File: config.mk
export PLATFORM = sky130hd
export DESIGN_NAME = nand_bringup_seq
export DESIGN_NICKNAME = d
export VERILOG_FILES = /design/src/rtl/nand_seq_pkg.sv /design/src/rtl/nand_seq_dp.sv /design/src/rtl/nand_seq_ctrl.sv /design/src/rtl/nand_bringup_seq.sv
export SDC_FILE = /design/constraint.sdc
export NUM_CORES = 1
export LEC_CHECK = 0
export ABC_AREA = 1
export BUFFER_PORTS_ARGS = -buffer_cell sky130_fd_sc_hd__buf_2
export CAP_MARGIN = 40
export CELL_PAD_IN_SITES_DETAIL_PLACEMENT = 1
export CELL_PAD_IN_SITES_GLOBAL_PLACEMENT = 2
export CORE_ASPECT_RATIO = 1.4
export CORE_UTILIZATION = 32
export DETAILED_ROUTE_END_ITERATION = 16
export GPL_ROUTABILITY_DRIVEN = 0
export GPL_TIMING_DRIVEN = 0
export HOLD_SLACK_MARGIN = 0.02
export PLACE_DENSITY = 0.83
export SETUP_SLACK_MARGIN = 0.02
export SYNTH_ARGS = -nofsm -noshare
export SYNTH_HDL_FRONTEND = slang
export SYNTH_HIERARCHICAL = 1
export SYNTH_SLANG_ARGS = --single-unit
File: constraint.sdc
create_clock -name clk -period 5.4 [get_ports clk]
set_input_delay 1.08 -clock clk [delete_from_list [all_inputs] [get_ports clk]]
set_output_delay 1.08 -clock clk [all_outputs]
set_load 0.005 [all_outputs]
File: src/rtl/nand_seq_pkg.sv
package nand_seq_pkg;

  localparam int MIN_BLK_LOG2 = 10;
  localparam int CNT_W        = MIN_BLK_LOG2 + 3;
  localparam int SHIFT_W      = 5;
  localparam int STEP_W       = 4;
  localparam int NUM_STEPS    = 10;
  localparam int IDX_W        = 3;

  localparam logic [7:0] OP_RESET   = 8'hFF;
  localparam logic [7:0] OP_GETFEAT = 8'h0F;
  localparam logic [7:0] OP_SETFEAT = 8'h1F;
  localparam logic [7:0] OP_IDENT   = 8'h9F;
  localparam logic [7:0] OP_WRON    = 8'h06;
  localparam logic [7:0] OP_WROFF   = 8'h04;
  localparam logic [7:0] FA_STATUS  = 8'hC0;
  localparam logic [7:0] FA_CONFIG  = 8'hB0;
  localparam logic [7:0] FA_PROTECT = 8'hA0;
  localparam logic [7:0] CFG_ECC    = 8'h10;
  localparam logic [7:0] VENDOR_OK  = 8'hC8;

  typedef enum logic [2:0] {
    FK_RESET, FK_POLL, FK_IDENT, FK_WRON, FK_SETF, FK_WROFF
  } frameKind_t;

  typedef struct packed {
    logic       byteClr;
    logic       byteInc;
    logic       capture;
    logic       setValid;
    frameKind_t kind;
    logic [7:0] featAddr;
    logic [7:0] featData;
  } dpCtl_t;

  function automatic logic [IDX_W-1:0] frameLast(input frameKind_t k);
    case (k)
      FK_POLL:  return IDX_W'(2);
      FK_IDENT: return IDX_W'(3);
      FK_SETF:  return IDX_W'(2);
      default:  return IDX_W'(0);
    endcase
  endfunction

  function automatic frameKind_t stepKind(input logic [STEP_W-1:0] s);
    case (s)
      4'd0:          return FK_RESET;
      4'd1, 4'd6:    return FK_POLL;
      4'd2:          return FK_IDENT;
      4'd3, 4'd7:    return FK_WRON;
      4'd4, 4'd8:    return FK_SETF;
      default:       return FK_WROFF;
    endcase
  endfunction

  function automatic logic [7:0] stepAddr(input logic [STEP_W-1:0] s);
    return (s == 4'd4) ? FA_CONFIG : FA_PROTECT;
  endfunction

  function automatic logic [7:0] stepData(input logic [STEP_W-1:0] s);
    return (s == 4'd4) ? CFG_ECC : 8'h00;
  endfunction

endpackage

File: src/rtl/nand_seq_dp.sv
module nand_seq_dp
  import nand_seq_pkg::*;
#(
  parameter int PAGE_LOG2  = 11,
  parameter int BLOCK_LOG2 = 17
) (
  input  logic             clk,
  input  logic             rst,
  input  dpCtl_t           ctl,
  input  logic [7:0]       rxByte,
  output logic [7:0]       txByte,
  output logic             lastByte,
  output logic             devBusy,
  output logic             idGood,
  output logic             validOut,
  output logic [CNT_W-1:0] countOut,
  output logic [SHIFT_W-1:0] pageOut,
  output logic [SHIFT_W-1:0] blockOut
);

  logic [IDX_W-1:0] byteIdx;
  logic [7:0]       statusReg;
  logic [7:0]       vendorReg;
  logic [7:0]       deviceReg;
  logic [1:0]       sizeLog;
  logic             sizeOk;
  logic             validReg;
  logic [CNT_W-1:0] countReg;

  always_ff @(posedge clk) begin
    if (rst) byteIdx <= '0;
    else if (ctl.byteClr) byteIdx <= '0;
    else if (ctl.byteInc) byteIdx <= byteIdx + 1'b1;
  end

  always_comb begin
    txByte = 8'h00;
    case (ctl.kind)
      FK_RESET: txByte = OP_RESET;
      FK_POLL: begin
        if (byteIdx == 0) txByte = OP_GETFEAT;
        else if (byteIdx == 1) txByte = FA_STATUS;
      end
      FK_IDENT: if (byteIdx == 0) txByte = OP_IDENT;
      FK_WRON:  txByte = OP_WRON;
      FK_WROFF: txByte = OP_WROFF;
      FK_SETF: begin
        if (byteIdx == 0) txByte = OP_SETFEAT;
        else if (byteIdx == 1) txByte = ctl.featAddr;
        else txByte = ctl.featData;
      end
      default: txByte = 8'h00;
    endcase
  end

  assign lastByte = (byteIdx == frameLast(ctl.kind));

  always_ff @(posedge clk) begin
    if (rst) begin
      statusReg <= '0;
      vendorReg <= '0;
      deviceReg <= '0;
    end else if (ctl.capture) begin
      if (ctl.kind == FK_POLL && byteIdx == 2) statusReg <= rxByte;
      if (ctl.kind == FK_IDENT && byteIdx == 2) vendorReg <= rxByte;
      if (ctl.kind == FK_IDENT && byteIdx == 3) deviceReg <= rxByte;
    end
  end

  always_comb begin
    sizeOk  = 1'b1;
    sizeLog = 2'd0;
    case (deviceReg[3:0])
      4'd1: sizeLog = 2'd0;
      4'd2: sizeLog = 2'd1;
      4'd4: sizeLog = 2'd2;
      default: sizeOk = 1'b0;
    endcase
  end

  assign devBusy = statusReg[0];
  assign idGood  = (vendorReg == VENDOR_OK) && sizeOk;

  always_ff @(posedge clk) begin
    if (rst) begin
      validReg <= 1'b0;
      countReg <= '0;
    end else if (ctl.setValid) begin
      validReg <= 1'b1;
      countReg <= {{(CNT_W-1){1'b0}}, 1'b1} << (MIN_BLK_LOG2 + int'(sizeLog));
    end
  end

  assign validOut = validReg;
  assign countOut = validReg ? countReg : '0;
  assign pageOut  = validReg ? SHIFT_W'(PAGE_LOG2) : '0;
  assign blockOut = validReg ? SHIFT_W'(BLOCK_LOG2) : '0;

endmodule

File: src/rtl/nand_seq_ctrl.sv
module nand_seq_ctrl
  import nand_seq_pkg::*;
#(
  parameter int CS_GAP = 3
) (
  input  logic   clk,
  input  logic   rst,
  input  logic   xferAck,
  input  logic   lastByte,
  input  logic   devBusy,
  input  logic   idGood,
  output dpCtl_t ctl,
  output logic   csOn,
  output logic   reqOn,
  output logic   finished
);

  localparam int GAP_W = (CS_GAP < 2) ? 1 : $clog2(CS_GAP);
  localparam logic [STEP_W-1:0] LAST_STEP = STEP_W'(NUM_STEPS - 1);

  typedef enum logic [2:0] {ST_GAP, ST_XFER, ST_EVAL, ST_DONE, ST_FAIL} state_t;

  state_t            state, stateNext;
  logic [STEP_W-1:0] step, stepNext;
  logic [GAP_W-1:0]  gapCnt;
  frameKind_t        kind;

  assign kind = stepKind(step);

  always_comb begin
    stateNext    = state;
    stepNext     = step;
    ctl          = '0;
    ctl.kind     = kind;
    ctl.featAddr = stepAddr(step);
    ctl.featData = stepData(step);
    case (state)
      ST_GAP: begin
        ctl.byteClr = 1'b1;
        if (gapCnt == GAP_W'(CS_GAP - 1)) stateNext = ST_XFER;
      end
      ST_XFER: begin
        if (xferAck) begin
          ctl.capture = 1'b1;
          if (lastByte) stateNext = ST_EVAL;
          else ctl.byteInc = 1'b1;
        end
      end
      ST_EVAL: begin
        if (kind == FK_POLL && devBusy) begin
          stateNext = ST_GAP;
        end else if (kind == FK_IDENT && !idGood) begin
          stateNext = ST_FAIL;
        end else if (step == LAST_STEP) begin
          ctl.setValid = 1'b1;
          stateNext    = ST_DONE;
        end else begin
          stepNext  = step + 1'b1;
          stateNext = ST_GAP;
        end
      end
      default: stateNext = state;
    endcase
  end

  always_ff @(posedge clk) begin
    if (rst) begin
      state  <= ST_GAP;
      step   <= '0;
      gapCnt <= '0;
    end else begin
      state <= stateNext;
      step  <= stepNext;
      if (state == ST_GAP && stateNext == ST_GAP) gapCnt <= gapCnt + 1'b1;
      else gapCnt <= '0;
    end
  end

  assign csOn     = (state == ST_XFER);
  assign reqOn    = (state == ST_XFER);
  assign finished = (state == ST_DONE) || (state == ST_FAIL);

endmodule

File: src/rtl/nand_bringup_seq.sv
module nand_bringup_seq
  import nand_seq_pkg::*;
#(
  parameter int CS_GAP     = 3,
  parameter int PAGE_LOG2  = 11,
  parameter int BLOCK_LOG2 = 17
) (
  input  logic               clk,
  input  logic               rst,
  output logic               spiCs,
  output logic               spiReq,
  output logic [7:0]         spiTx,
  input  logic               spiDone,
  input  logic [7:0]         spiRx,
  output logic               seqDone,
  output logic               devValid,
  output logic [CNT_W-1:0]   blockCount,
  output logic [SHIFT_W-1:0] pageShift,
  output logic [SHIFT_W-1:0] blockShift
);

  dpCtl_t ctl;
  logic   lastByte;
  logic   devBusy;
  logic   idGood;

  nand_seq_ctrl #(.CS_GAP(CS_GAP)) u_ctrl (
    .clk      (clk),
    .rst      (rst),
    .xferAck  (spiDone),
    .lastByte (lastByte),
    .devBusy  (devBusy),
    .idGood   (idGood),
    .ctl      (ctl),
    .csOn     (spiCs),
    .reqOn    (spiReq),
    .finished (seqDone)
  );

  nand_seq_dp #(.PAGE_LOG2(PAGE_LOG2), .BLOCK_LOG2(BLOCK_LOG2)) u_dp (
    .clk      (clk),
    .rst      (rst),
    .ctl      (ctl),
    .rxByte   (spiRx),
    .txByte   (spiTx),
    .lastByte (lastByte),
    .devBusy  (devBusy),
    .idGood   (idGood),
    .validOut (devValid),
    .countOut (blockCount),
    .pageOut  (pageShift),
    .blockOut (blockShift)
  );

endmodule

==> Word-level counts from Yosys, hierarchy flattened <==
Memory sizes are Yosys's and may differ from the RTL's. A register that Yosys moved wholly into a read port is not among the register bits.
Index checks and enable logic that the tools add are counted.
W data, S select, Z words.
{ "word_totals": {"romBits": 48, "out_inout_bits": 35, "memories": 1, "register_bits": 39, "in_bits": 11, "word_cells": 91} }
{ "mem_list": {"columns": ["memory", "depth", "width", "read_ports", "rd_ports_with_merged_regs", "write_ports", "line_no", "text"], "rows": [
  ["(no name shown)", 16, 3, 1, 1, 0, "nand_seq_pkg.sv:46", "case (s)"]
]} }
{ "op_classes": {"n_eq_ne": 20, "n_bitwise": 4, "add_sub_neg": 4, "n_mux": 31, "shift": 1, "reduce_logical": 21} }
{ "ops": {"columns": ["op", "n"], "rows": [
  ["$pmux W8 S6", 1],
  ["$mux W8", 5],
  ["$shl A1 B32 Y13 const A", 1],
  ["$eq A3 B2 Y1 const B", 6],
  ["$mux W3", 5],
  ["$mux W5", 3],
  ["$mux W13", 1],
  ["$logic_not A3 Y1", 4],
  ["$mux W4", 3],
  ["$eq A3 B1 Y1 const B", 3],
  ["$eq A3 B3 Y1 const B", 3],
  ["$pmux W3 S3", 1],
  ["$eq A4 B3 Y1 const B", 2],
  ["$eq A8 B8 Y1 const B", 1],
  ["$pmux W2 S2", 2],
  ["$logic_and A1 B1 Y1", 7],
  ["$mux W1", 7],
  ["$mux W2", 3],
  ["$reduce_and A2 Y1", 3],
  ["$reduce_or A2 Y1", 3],
  ["$add A4 B2 Y5 const A", 1],
  ["$add A4 B1 Y4 const B", 1],
  ["$eq A4 B1 Y1 const B", 1],
  ["$eq A4 B2 Y1 const B", 1],
  ["other kinds (10)", 13]
]} }

==> Logic depth before layout (Yosys ltp) <==
{ "depth": {"ltp_word": 13, "ltp_mapped": 16, "depth_no_buf": 16} }

==> By module <==
The synthesis kept the hierarchy.
{ "modules_own_cells": {"columns": ["mod", "seq_area_each_um2", "area_each_um2", "cells_per_inst", "instances"], "rows": [
  ["nand_seq_dp", 440.4, 1440.1, 219, 1],
  ["nand_seq_ctrl", 240.2, 867.1, 121, 1]
]} }

==> Worst setup path before layout <==
OpenSTA, ideal clock, no wires.
{ "synth_path": {"path_kind": "flip-flop to output port", "start": "register u_dp.byteIdx[0]", "end": "output spiTx[0]", "arrival_ns": 1.156, "stages_incl_launch_ff": 9, "path_buffers": 0, "required_ns": 4.320, "setup_slack_ns": 3.164, "cell_sequence": "dfxtp_1 > inv_1 > ha_1 > inv_1 > nor2_1 > inv_2 > nand3_1 > nand2_1 > nand3_1"} }
{ "synth_between": {"elab_chain_len": 4, "elab_cells_between_ends": 7, "cone_classes": "eq/ne: 1; mux: 5; reduce/logical: 1"} }
{ "synth_lines": {"columns": ["element", "line_no", "text"], "rows": [
  ["from (decl)", "nand_seq_dp.sv:21", "logic [IDX_W-1:0] byteIdx;"],
  ["from (signal assigned)", "nand_seq_dp.sv:33", "else if (ctl.byteInc) byteIdx <= byteIdx + 1'b1;"],
  ["$eq A3 B1 Y1", "nand_seq_dp.sv:49", "else if (byteIdx == 1) txByte = ctl.featAddr;"],
  ["$mux W8", "nand_seq_dp.sv:49", null],
  ["$mux W8", "nand_seq_dp.sv:48", "if (byteIdx == 0) txByte = OP_SETFEAT;"],
  ["$pmux W8 S6 (*)", "nand_seq_dp.sv:38", "case (ctl.kind)"],
  ["to (decl)", "nand_bringup_seq.sv:12", "output logic [7:0] spiTx,"]
]} }
Mark *: on every way between the ends. The rest lies on a longest branch, timed or not.

==> Worst setup path after layout <==
Ends and elaborated chain as after synthesis.

==> run summary <==
The setup fix buffers added after clock tree synthesis came out at 0. The total core area is 6980 µm². In the synthesized netlist, the cells that appear most often are 71 x sky130_fd_sc_hd__nand2_1, 43 x sky130_fd_sc_hd__nor2_1, 42 x sky130_fd_sc_hd__inv_1. The kind of end point of the critical path is a primary output. The most common cell in the synthesized netlist is sky130_fd_sc_hd__nand2_1.

Summing the areas of all compound-gate instances in the mapped netlist gives 9.16% of the synthesized area. The number of flops mapped to enable cells by yosys came out at 0. The area of the mapped netlist came out at 2310 µm².

Summed over all failing endpoints, the final setup total negative slack is 0 ns. After technology mapping, the gate count stands at 340. The post-synthesis share of cell area spent on full adders, half adders and majority gates is 4.88%. In the final design database the tool counted 423 nets. In the final layout, the multi-input gates occupy 1260 µm².

The detail-routed via count per cell is 4.32. The final total power came out at 0.589 mW. The effective utilization at floorplan is 33.0%. The number of antenna violations at the first check in global routing is 0. The startpoint identified for the worst hold timing path is u_ctrl/gapCnt[0]. The count of H-tree levels built during CTS is 2. From synthesis to final layout, the design area changed by 19.4%. The total of max-cap violations came out at 0. The top cell type by total area after synthesis is sky130_fd_sc_hd__dfxtp_1. In this run, post-CTS repair resized a total of 0 instances. The post-route clock period utilization came out at 52.6%. The max-slew violation count came to 0. The mean cell area of the mapped netlist came out at 6.79 µm². TritonCTS created 5 clock buffers. The sequential share of the synthesized area is 29.5%. The run finished with clean final reports. The worst register-to-register path ends at u_dp/countReg[10]. The floorplan step set the die width to 73.8 µm. 0 antenna diodes ended up in the layout.

The time the final worst path needs with I/O delays and setup came out at 2.84 ns. The post-route clock skew came out at 0.00586 ns. Setup repair after global routing left no endpoint under its margin.

The worst setup path is launched from a flip-flop. By startpoint and endpoint, the worst setup path is classified as flip-flop to primary output. The die footprint is 7560 µm². The startpoint of the worst register-to-register path is u_dp/deviceReg[0]. In this run the worst path has a maximum fanout of 8. The standard-cell row count is 36. The post-synthesis share of cell area spent on and, or, nand and nor gates is 35.8%. The number of buffers between clock root and the deepest sink came out at 2. The path with the worst hold slack has its endpoint at u_ctrl/gapCnt[0]. In the final layout, flip-flops and latches occupy 681 µm². The power per unit of standard cell area is 214 nW/µm². The largest net degree at the start of global routing came out at 13. The first-pass iteration count of the detailed router came out at 4. The post-synthesis xor/xnor area fraction is 0.380%. The post-route DRC violation count came out at 0. The via count of the first global-routing pass is 2,061. The area share of the largest cell type after synthesis is 29.5%.

The worst hold path belongs to the class flip-flop to flip-flop. The count of cells along the worst register-to-register path is 14. The die boundary height came out at 102 µm. The setup violation total in the final timing report is 0. The number of filler instances in the final layout came out at 957. The sum of routed wire length over all layers came out at 5530 µm.

The number of cells in the design after placement came out at 491. The global-route usage over all layers came out at 16.0%. The maximum clock frequency came out at 352 MHz.

The number of port buffers is 32. The proportion of register bits with asynchronous set or reset after synthesis came out at 0%. For the worst setup path, the data arrival time is 1.76 ns.

The number of library cell types mapped by synthesis is 34. The most used flip-flop cell after synthesis is sky130_fd_sc_hd__dfxtp_1. The number of instances on the worst hold path came out at 1.

The count of nets left with antenna violations after detail routing is 0. The final count of hold timing violations came to 0. For the pin with the worst max-slew slack, the measured transition is 0.636 ns. The remaining global-route overflow is 0. The worst endpoint required time is 4.32 ns. The number of vias after detailed routing is 2,150.

The internal reg-to-reg setup slack came out at 3.32 ns. The number of clock sinks came out at 34. The count of non-filler cells in the finished layout came out at 498. Clock latency on the worst-skew pair, taken at its later pin, is 0.29 ns.

The number of synthesis warnings is 6. The maximum resistive drop on vdd came out at 0.121 mV. The number of buffers inserted by hold repair at cts is 0. By area the synthesized netlist is led by sky130_fd_sc_hd__dfxtp_1 30%, sky130_fd_sc_hd__nand2_1 12%, sky130_fd_sc_hd__buf_4 11%, sky130_fd_sc_hd__nor2_1 7.0%, sky130_fd_sc_hd__inv_1 6.8%. The detailed-route wire length per cell is 11.1 µm.

In this run the clock root is driven by a sky130_fd_sc_hd__clkbuf_8. The standby leakage power is 1.39 nW. The portion of netlist area occupied by mux cells came out at 0%.

By area, the combinational part of the netlist is dominated by simple AND/OR/NAND/NOR gates. The clock-pin slew of the registers on the worst-case setup and hold paths is 0.07 ns. The number of design-rule violations left by the first detailed-router iteration is 43. The worst slew slack as a fraction of its limit came out at 57.3%. The first global-routing pass estimated 9320 µm of wire. The flip-flop and latch count after synthesis came out at 34. The fraction of final layout cells sized beyond drive strength 1 came out at 24.1%. The worst hold margin is 0.412 ns. TritonCTS built the clock tree. The number of top-level pins is 46. The wire-length estimate of the detail-placed layout is 4430 µm.
-- sequential cells by signal, indices dropped and copies added, names as in the netlist --
name	flops
u_dp/countReg	5
u_ctrl/state	3
u_dp/byteIdx	3
u_dp/vendorReg	8
u_dp/validOut	1
u_ctrl/step	4
u_dp/deviceReg	4
u_ctrl/gapCnt	2
u_ctrl/ctl	3
u_dp/statusReg	1
-- worst max-delay path, cell delays in order, from the launching register on --
cell	delay, ns
sky130_fd_sc_hd__dfxtp_1	0.34
sky130_fd_sc_hd__inv_1	0.15
sky130_fd_sc_hd__ha_1	0.16
sky130_fd_sc_hd__inv_1	0.05
sky130_fd_sc_hd__nor2_1	0.26
sky130_fd_sc_hd__inv_2	0.15
sky130_fd_sc_hd__nand3_1	0.12
sky130_fd_sc_hd__nand2_1	0.05
sky130_fd_sc_hd__nand3_1	0.08
sky130_fd_sc_hd__buf_2	0.11
-- cells by family after synthesis --
kind of cell / Yosys count
AND/OR/NAND/NOR: 173
buffers and inverters: 83
AO/OA/AOI/OAI: 37
flip-flops: 34
adder cells (fa/ha/maj): 9
other: 3
XOR/XNOR: 1
-- routing by layer --
metal	routed length, µm	part of all wire (%)	vias to the layer above	GRT usage [%]
li1	-	-	1134	-
met1	2240	41	966	16.3
met2	3020	55	43	32.0
met3	168	3.0	7	2.47
met4	99	1.8	0	5.77
met5	0	0	-	0
-- layout make-up --
type,count,share of cell area [%]
flip-flops and latches,34,24.7
inverters,44,5.99
multi-input cells,247,45.7
well taps,95,4.31
clock buffers,5,2.50
clock inverters,2,0.363
plain buffers,39,10.6
repair buffers,32,5.81
-- power by group --
part | switching [mW] | internal (mW)
Combinational | 0.0778 | 0.0597
Clock | 0.0923 | 0.0865
Sequential | 0.00935 | 0.264
-- worst max-delay path by stage --
stage	from	slack [ns]	endpoint	cells past startpoint
after floorplan	u_dp/byteIdx[0]	3.16	spiTx[0]	8
final	u_dp/byteIdx[0]	2.56	spiTx[0]	9
after detailed placement	u_dp/byteIdx[0]	2.83	spiTx[4]	9
after CTS	u_dp/byteIdx[0]	2.51	spiTx[4]	9
after global placement	u_dp/byteIdx[0]	2.83	spiTx[4]	9
after global routing	u_dp/byteIdx[0]	2.30	spiTx[3]	9
-- metrics by stage --
| step | util [%] | cell area, µm² | setup slack (ns) |
|---|---|---|---|
| finish | 39.5 | 2760 | 2.56 |
| detailed placement | 38.3 | 2680 | 2.83 |
| floorplan | - | 2400 | 3.16 |
| global placement | 38.3 | 2680 | 2.83 |
| global route | 39.5 | 2760 | 2.30 |
| CTS | 39.5 | 2760 | 2.51 |
-- layout by cell type (no fill, tap or decap), types with 2 or more instances in the layout --
| cell | instances |
|---|---|
| sky130_fd_sc_hd__nand2_1 | 71 |
| sky130_fd_sc_hd__nor2_1 | 43 |
| sky130_fd_sc_hd__inv_1 | 42 |
| sky130_fd_sc_hd__buf_4 | 34 |
| sky130_fd_sc_hd__dfxtp_1 | 34 |
| sky130_fd_sc_hd__buf_2 | 33 |
| sky130_fd_sc_hd__conb_1 | 27 |
| sky130_fd_sc_hd__nand3_1 | 23 |
| sky130_fd_sc_hd__o21ai_0 | 20 |
| sky130_fd_sc_hd__nor3_1 | 15 |
| sky130_fd_sc_hd__a21oi_1 | 9 |
| sky130_fd_sc_hd__ha_1 | 9 |
| sky130_fd_sc_hd__clkbuf_8 | 5 |
| sky130_fd_sc_hd__nor2_4 | 3 |
| sky130_fd_sc_hd__nor2_2 | 3 |
| sky130_fd_sc_hd__nand3_4 | 3 |
| sky130_fd_sc_hd__clkinv_2 | 2 |
| sky130_fd_sc_hd__nand2_2 | 2 |
| sky130_fd_sc_hd__nand4_1 | 2 |
| sky130_fd_sc_hd__nand3_2 | 2 |
| sky130_fd_sc_hd__a211oi_1 | 2 |
| sky130_fd_sc_hd__inv_2 | 2 |
| sky130_fd_sc_hd__o21ai_1 | 2 |
| sky130_fd_sc_hd__buf_6 | 2 |
| sky130_fd_sc_hd__or2_2 | 2 |
Power figures use the tool's default switching activity.
